`src/rtl/mwsram_pkg.sv`:
```
package mwsram_pkg;

    typedef enum logic [1:0] {
        LW_ONE  = 2'd0,
        LW_TWO  = 2'd1,
        LW_FOUR = 2'd2
    } lane_mode_e;

    typedef enum logic [2:0] {
        ST_CMD,
        ST_ADDR,
        ST_GAP,
        ST_RD,
        ST_WR,
        ST_REGWR,
        ST_SKIP
    } seq_st_e;

    localparam int ADDR_FIELD_W = 24;

    localparam logic [7:0] OPC_READ  = 8'h03;
    localparam logic [7:0] OPC_WRITE = 8'h02;
    localparam logic [7:0] OPC_FOUR  = 8'h38;
    localparam logic [7:0] OPC_TWO   = 8'h3B;
    localparam logic [7:0] OPC_ONE   = 8'hFF;
    localparam logic [7:0] OPC_REGRD = 8'h05;
    localparam logic [7:0] OPC_REGWR = 8'h01;

    function automatic logic [2:0] bits_per_clk(lane_mode_e m);
        case (m)
            LW_TWO:  return 3'd2;
            LW_FOUR: return 3'd4;
            default: return 3'd1;
        endcase
    endfunction

    function automatic logic [2:0] gap_clocks(lane_mode_e m);
        case (m)
            LW_TWO:  return 3'd4;
            LW_FOUR: return 3'd2;
            default: return 3'd0;
        endcase
    endfunction

endpackage

```
`src/rtl/mwsram_array.sv`:
```
module mwsram_array
    import mwsram_pkg::*;
#(
    parameter int DEPTH = 256,
    localparam int IDX_W = $clog2(DEPTH)
) (
    input  logic             clk,
    input  logic             we,
    input  logic [IDX_W-1:0] widx,
    input  logic [7:0]       wdata,
    input  logic [IDX_W-1:0] ridx,
    output logic [7:0]       rdata
);

    logic [7:0] cells [DEPTH];

    always_ff @(posedge clk) begin
        if (we) cells[widx] <= wdata;
    end

    assign rdata = cells[ridx];

endmodule

```
`src/rtl/mwsram_lanes.sv`:
```
module mwsram_lanes
    import mwsram_pkg::*;
(
    input  logic       sclk,
    input  logic       rst,
    input  logic       cs_n,
    input  lane_mode_e mode,
    input  logic       drive,
    input  logic [7:0] tx_byte,
    input  logic [3:0] tx_cnt,
    input  logic [3:0] sio_in,
    output logic [3:0] in_bits,
    output logic [3:0] sio_out,
    output logic [3:0] sio_oe
);

    logic [3:0] out_q, oe_q;
    logic [7:0] sel;

    always_comb begin
        case (mode)
            LW_TWO:  in_bits = {2'b00, sio_in[1:0]};
            LW_FOUR: in_bits = sio_in;
            default: in_bits = {3'b000, sio_in[0]};
        endcase
    end

    assign sel = tx_byte << tx_cnt;

    always_ff @(negedge sclk) begin
        if (rst || cs_n || !drive) begin
            out_q <= 4'h0;
            oe_q  <= 4'h0;
        end else begin
            case (mode)
                LW_TWO: begin
                    out_q <= {2'b00, sel[7:6]};
                    oe_q  <= 4'b0011;
                end
                LW_FOUR: begin
                    out_q <= sel[7:4];
                    oe_q  <= 4'b1111;
                end
                default: begin
                    out_q <= {2'b00, sel[7], 1'b0};
                    oe_q  <= 4'b0010;
                end
            endcase
        end
    end

    assign sio_out = out_q;
    assign sio_oe  = oe_q & {4{~cs_n}};

endmodule

```
`src/rtl/mwsram_ctrl.sv`:
```
module mwsram_ctrl
    import mwsram_pkg::*;
#(
    parameter int ADDR_W = 17,
    parameter int IDX_W  = 8
) (
    input  logic              sclk,
    input  logic              rst,
    input  logic              cs_n,
    input  logic [3:0]        in_bits,
    input  logic [7:0]        rd_data,
    output logic [IDX_W-1:0]  rd_idx,
    output logic              we,
    output logic [IDX_W-1:0]  w_idx,
    output logic [7:0]        w_data,
    output lane_mode_e        mode,
    output seq_st_e           st,
    output logic [ADDR_W-1:0] ptr,
    output logic [7:0]        mreg,
    output logic              drive,
    output logic [7:0]        tx_byte,
    output logic [3:0]        tx_cnt
);

    lane_mode_e              mode_q;
    seq_st_e                 st_q;
    logic [4:0]              cnt_q;
    logic [ADDR_FIELD_W-1:0] sh_q;
    logic [ADDR_W-1:0]       ptr_q;
    logic [7:0]              txb_q, mreg_q;
    logic [3:0]              txc_q;
    logic [2:0]              gap_q;
    logic                    from_reg_q, is_read_q;

    logic [2:0]              bw;
    logic [4:0]              cnt_nxt;
    logic [3:0]              txc_nxt;
    logic [ADDR_FIELD_W-1:0] sh_nxt;
    logic [ADDR_W-1:0]       ptr_inc, rd_ptr;

    assign bw      = bits_per_clk(mode_q);
    assign cnt_nxt = cnt_q + 5'(bw);
    assign txc_nxt = txc_q + 4'(bw);
    assign sh_nxt  = (sh_q << bw) | ADDR_FIELD_W'(in_bits);
    assign ptr_inc = ptr_q + 1'b1;

    always_comb begin
        case (st_q)
            ST_ADDR: rd_ptr = sh_nxt[ADDR_W-1:0];
            ST_RD:   rd_ptr = ptr_inc;
            default: rd_ptr = ptr_q;
        endcase
    end

    assign rd_idx = rd_ptr[IDX_W-1:0];
    assign we     = !cs_n && st_q == ST_WR && cnt_nxt == 5'd8;
    assign w_idx  = ptr_q[IDX_W-1:0];
    assign w_data = sh_nxt[7:0];

    always_ff @(posedge sclk) begin
        if (rst) begin
            mode_q     <= LW_ONE;
            st_q       <= ST_CMD;
            cnt_q      <= '0;
            sh_q       <= '0;
            ptr_q      <= '0;
            txb_q      <= '0;
            txc_q      <= '0;
            gap_q      <= '0;
            mreg_q     <= '0;
            from_reg_q <= 1'b0;
            is_read_q  <= 1'b0;
        end else if (cs_n) begin
            st_q  <= ST_CMD;
            cnt_q <= '0;
            txc_q <= '0;
            gap_q <= '0;
        end else begin
            case (st_q)
                ST_CMD: begin
                    sh_q  <= sh_nxt;
                    cnt_q <= cnt_nxt;
                    if (cnt_nxt == 5'd8) begin
                        cnt_q <= '0;
                        case (sh_nxt[7:0])
                            OPC_READ:  begin is_read_q <= 1'b1; st_q <= ST_ADDR; end
                            OPC_WRITE: begin is_read_q <= 1'b0; st_q <= ST_ADDR; end
                            OPC_FOUR:  begin mode_q <= LW_FOUR; st_q <= ST_SKIP; end
                            OPC_TWO:   begin mode_q <= LW_TWO;  st_q <= ST_SKIP; end
                            OPC_ONE:   begin mode_q <= LW_ONE;  st_q <= ST_SKIP; end
                            OPC_REGRD: begin
                                from_reg_q <= 1'b1;
                                txb_q      <= mreg_q;
                                txc_q      <= '0;
                                st_q       <= ST_RD;
                            end
                            OPC_REGWR: st_q <= ST_REGWR;
                            default:   st_q <= ST_SKIP;
                        endcase
                    end
                end
                ST_ADDR: begin
                    sh_q  <= sh_nxt;
                    cnt_q <= cnt_nxt;
                    if (cnt_nxt == 5'(ADDR_FIELD_W)) begin
                        cnt_q <= '0;
                        ptr_q <= sh_nxt[ADDR_W-1:0];
                        if (!is_read_q) begin
                            st_q <= ST_WR;
                        end else if (gap_clocks(mode_q) == 3'd0) begin
                            from_reg_q <= 1'b0;
                            txb_q      <= rd_data;
                            txc_q      <= '0;
                            st_q       <= ST_RD;
                        end else begin
                            gap_q <= '0;
                            st_q  <= ST_GAP;
                        end
                    end
                end
                ST_GAP: begin
                    gap_q <= gap_q + 3'd1;
                    if (gap_q == gap_clocks(mode_q) - 3'd1) begin
                        from_reg_q <= 1'b0;
                        txb_q      <= rd_data;
                        txc_q      <= '0;
                        st_q       <= ST_RD;
                    end
                end
                ST_RD: begin
                    txc_q <= txc_nxt;
                    if (txc_nxt == 4'd8) begin
                        txc_q <= '0;
                        if (from_reg_q) begin
                            txb_q <= mreg_q;
                        end else begin
                            ptr_q <= ptr_inc;
                            txb_q <= rd_data;
                        end
                    end
                end
                ST_WR: begin
                    sh_q  <= sh_nxt;
                    cnt_q <= cnt_nxt;
                    if (cnt_nxt == 5'd8) begin
                        cnt_q <= '0;
                        ptr_q <= ptr_inc;
                    end
                end
                ST_REGWR: begin
                    sh_q  <= sh_nxt;
                    cnt_q <= cnt_nxt;
                    if (cnt_nxt == 5'd8) begin
                        mreg_q <= sh_nxt[7:0];
                        st_q   <= ST_SKIP;
                    end
                end
                default: ;
            endcase
        end
    end

    assign mode    = mode_q;
    assign st      = st_q;
    assign ptr     = ptr_q;
    assign mreg    = mreg_q;
    assign drive   = (st_q == ST_RD);
    assign tx_byte = txb_q;
    assign tx_cnt  = txc_q;

endmodule

```
`src/rtl/mwsram_top.sv`:
```
module mwsram_top
    import mwsram_pkg::*;
#(
    parameter int ADDR_W    = 17,
    parameter int MEM_DEPTH = 256,
    localparam int IDX_W    = $clog2(MEM_DEPTH)
) (
    input  logic       sclk,
    input  logic       rst,
    input  logic       cs_n,
    input  logic [3:0] sio_in,
    output logic [3:0] sio_out,
    output logic [3:0] sio_oe
);

    lane_mode_e        mode_w;
    seq_st_e           st_w;
    logic [ADDR_W-1:0] ptr_w;
    logic [7:0]        mreg_w, rd_data, w_data, tx_byte;
    logic [IDX_W-1:0]  rd_idx, w_idx;
    logic [3:0]        in_bits, tx_cnt;
    logic              we, drive;

    mwsram_lanes u_lanes (
        .sclk(sclk), .rst(rst), .cs_n(cs_n), .mode(mode_w), .drive(drive),
        .tx_byte(tx_byte), .tx_cnt(tx_cnt), .sio_in(sio_in),
        .in_bits(in_bits), .sio_out(sio_out), .sio_oe(sio_oe)
    );

    mwsram_ctrl #(.ADDR_W(ADDR_W), .IDX_W(IDX_W)) u_ctrl (
        .sclk(sclk), .rst(rst), .cs_n(cs_n), .in_bits(in_bits),
        .rd_data(rd_data), .rd_idx(rd_idx), .we(we), .w_idx(w_idx),
        .w_data(w_data), .mode(mode_w), .st(st_w), .ptr(ptr_w),
        .mreg(mreg_w), .drive(drive), .tx_byte(tx_byte), .tx_cnt(tx_cnt)
    );

    mwsram_array #(.DEPTH(MEM_DEPTH)) u_array (
        .clk(sclk), .we(we), .widx(w_idx), .wdata(w_data),
        .ridx(rd_idx), .rdata(rd_data)
    );

endmodule

```
`config.mk`:
```
export PLATFORM = sky130hd
export DESIGN_NAME = mwsram_top
export DESIGN_NICKNAME = d
export VERILOG_FILES = /design/src/rtl/mwsram_pkg.sv /design/src/rtl/mwsram_array.sv /design/src/rtl/mwsram_lanes.sv /design/src/rtl/mwsram_ctrl.sv /design/src/rtl/mwsram_top.sv
export SDC_FILE = /design/constraint.sdc
export NUM_CORES = 2
export LEC_CHECK = 0
export ABC_CLOCK_PERIOD_IN_PS = 6400
export BUFFER_PORTS_ARGS = -buffer_cell sky130_fd_sc_hd__clkbuf_2
export CAP_MARGIN = 5
export CELL_PAD_IN_SITES_DETAIL_PLACEMENT = 1
export CELL_PAD_IN_SITES_GLOBAL_PLACEMENT = 2
export CORE_MARGIN = 3
export CORE_UTILIZATION = 42
export CTS_CLUSTER_SIZE = 30
export DETAILED_ROUTE_END_ITERATION = 10
export HOLD_SLACK_MARGIN = 0.02
export MAX_ROUTING_LAYER = met4
export PLACE_DENSITY_LB_ADDON = 0.1
export SYNTH_ARGS = -nofsm -noshare
export SYNTH_HDL_FRONTEND = slang
export SYNTH_SLANG_ARGS = --single-unit
```
`constraint.sdc`:
```
create_clock -name sclk -period 6.4 [get_ports sclk]
set_clock_uncertainty 0.1 [all_clocks]
set_input_delay 0 -clock sclk [delete_from_list [all_inputs] [get_ports sclk]]
set_output_delay 0 -clock sclk [all_outputs]
set_load 0.01 [all_outputs]
```
==> run metrics <==
Worst Path Arrival roughly 7 ns; worst reg2reg setup slack about 0.28 ns; fin. max-slew vios 0; number of port buffers 14; clock slew at reported path FFs ~0.070 ns; Detail Route Antenna Nets 0; Slew @ Worst Pin around 1.2 ns; syn_nets 6317; syn avg cell area roughly 14 sq um; # H-tree levels 4; Max-Slew Margin vs Limit 21.8%; top_reg_cell synth edfxtp_1; Pwr Total about 30 mW; Starting Density between 40% and 50%; CTS Buffer Depth 3; Max-cap violations 0; switching share of power a little under a quarter; Ports 15; row count 165; largest net degree at the start of global routing between 150 and 200; NetSw between 6 and 7 mW; fin crit share 95.6%; CTS tree done; Gate power share under 10%; flops & latches, synth around 2100; DRC viols 0; top cells by area, synth edfxtp_1 71%, nand2_1 6.2%, and3_1 2.3%; Final setup viols 0; Horiz. Die Dim approximately 460 um; gpl congestion 0.863; Unique masters post-synth roughly 90; routed vias about 55000; Min Clock Period, post-route roughly 6.1 ns; Post-Place Setup Slack a little under 0.4 ns; WL/cell about 31 um; Leak Pwr 32.0 nW; Layout area overhead 12.5%; Detail Placement HPWL about 170 mm; Pint 23.2 mW; Post-synth top cells 2048 x edfxtp_1, 1415 x nand2_1, 344 x nor2_1; post-synthesis sequential area ratio around 73%; DIE HEIGHT between 400 and 500 um; worst path required time a little over 7 ns; crit path max fanout 24; Resized Gates After CTS 0; outcome completed; number of global-route vias before repair about 56000; Syn. warnings 0; GR Overflow Total 0; final worst setup slack between 0.2 and 0.3 ns; initial drt markers approximately 5900; pwr dens 310 nW/um^2; Core Box Area about 200000 sq um; Critical Path Sink Type flop; Final Hold Fails 0; worst min path class primary input to flop; root buffer cell clkbuf_16; Via-to-Cell Ratio 5.99; post-layout net count between 6000 and 7000; count leader, synth edfxtp_1; Netlist Area Pre-Place between 80000 and 90000 sq um; first-pass GRT wire length between 400 and 500 mm; Total GRT Usage between 20 and 30%; Die ar. approximately 210000 sq um; share of the synthesized area in the top cell type 71.3%; Max Clock Freq about 0.16 GHz; clock power share a little over two fifths; initial antenna violation count 10; unrepaired setup endpoints after global routing true; post-synth top area cell edfxtp_1; CTS Buf Count approximately 220; Flop pwr share 53.0%; Crit Path Class flop to flop; worst skew pair latency just under 0.9 ns; VDD IR-drop max between 200 and 300 uV; TritonRoute pass-1 iters 5; Async S/R FF share, synth 0%; CP Launch Type flop; drt total wl 289 mm; worst hold slack about 0.15 ns; Post-synth EDFFs 2048; setup_tns 0 ns; # clock sinks about 2100; Syn Inst Count 6293; Core Util, Final 47.8%; ratio of cells with drive above 1 in the final layout 10.7%
worst max-delay path: stages, from the launching register on:
cell	delay [ns]
dfxtp_1	0.40
inv_1	0.11
ha_1	0.77
buf_4	0.29
and2_1	0.14
a222oi_1	0.08
buf_4	0.23
o211ai_4	0.90
buf_4	0.50
nand2_1	0.09
and3_1	0.17
a31oi_1	0.50
o311ai_0	0.20
a2111oi_1	0.81
buf_4	0.25
nor4_1	0.05
buf_4	0.18
o32ai_1	0.23
kinds of logic after synthesis:
group | share of synthesized area, %
and+or+nand+nor | 13.1
DFF | 72.7
AOI/OAI and AO/OA | 8.15
buffers and inverters | 2.61
muxes | 3.11
adders and majority gates | 0.264
xor gates and xnor gates | 0.102
per-layer routing:
metal  wire (um)  global-route usage (%)  vias to the layer above
met5           0                       -                        -
met4        7750                    7.35                        0
met3       15900                    3.68                      425
met2      138000                    44.1                     1708
met1      127000                    38.3                    28800
li1            -                       -                    24000
stage by stage:
step | std cells | area [sq um]
after global routing | 9183 | 97000
after global placement | 8758 | 89900
final | 9183 | 97000
after floorplan | 6293 | 86200
after CTS | 9180 | 97000
after detailed placement | 8759 | 89900
registers in the layout, indices dropped and copies added (netlist names):
register           count
u_array.cells       2048
u_ctrl.cnt_q           5
u_ctrl.from_reg_q      1
u_ctrl.gap_q           3
u_ctrl.is_read_q       1
u_ctrl.mode            2
u_ctrl.mreg            8
u_ctrl.ptr             8
u_ctrl.sh_q            8
u_ctrl.st              3
u_ctrl.tx_byte         8
u_ctrl.tx_cnt          4
u_lanes.oe_q           3
u_lanes.sio_out        4
power by group through the flow:
| stage | registers [mW] | logic, mW | clock network, mW |
|---|---|---|---|
| after floorplan | 16.4 | 0.642 | 0.00773 |
| after global placement | 16.2 | 1.58 | 0.00773 |
| after detailed placement | 16.2 | 1.62 | 0.00773 |
| after CTS | 15.9 | 1.63 | 12.8 |
| after global routing | 15.9 | 1.70 | 13.3 |
| final | 16.0 | 1.59 | 12.6 |
cell usage in the layout, fill, tap and decap left out, types with 13 or more instances in the layout:
cell type / count
clkinv_2: 41
o22ai_1: 16
clkbuf_1: 52
a221o_1: 36
and3_1: 318
a22oi_1: 14
clkbuf_2: 15
nand2_1: 1402
nor2b_1: 27
o21ai_0: 65
a211oi_1: 211
a31oi_1: 117
ha_1: 15
bufinv_16: 15
a21oi_1: 118
nand4_1: 21
dfxtp_1: 58
o32ai_1: 13
nor2_1: 339
buf_12: 34
a2111oi_0: 13
clkbuf_16: 228
inv_1: 21
mux2i_1: 121
a311oi_1: 197
nor3_1: 32
nor4_1: 30
o211ai_1: 17
nand3_1: 284
clkinv_1: 56
buf_4: 205
mux4_2: 57
edfxtp_1: 2048
final timing paths:
| kind | from | end | cells past startpoint |
|---|---|---|---|
| worst max-delay path | u_ctrl.mode[0] | u_ctrl.tx_byte[6] | 17 |
| worst min-delay path | sio_in[3] | u_ctrl.mreg[3] | 4 |
| worst max register to register | u_ctrl.mode[0] | u_ctrl.tx_byte[6] | 17 |
| worst min register to register | u_ctrl.cnt_q[4] | u_ctrl.cnt_q[4] | 2 |
layout make-up:
type,instances,area (sq um)
Antenna cell,3,7.51
Clock buffer,282,5920
Clock inverter,133,1080
Fill cell,20100,106000
Inverter,20,113
Multi-Input combinational cell,3707,21500
Sequential cell,2106,62700
Tap cell,2672,3340
Timing Repair Buffer,260,2360
what timing repair did:
item | CTS | global route
setup buffers | 0 | 0
hold endpoints to repair | 51 | 0
hold buffers | 7 | 0
endpoints found under the setup margin | 0 | 128
Power figures use the tool's default switching activity.
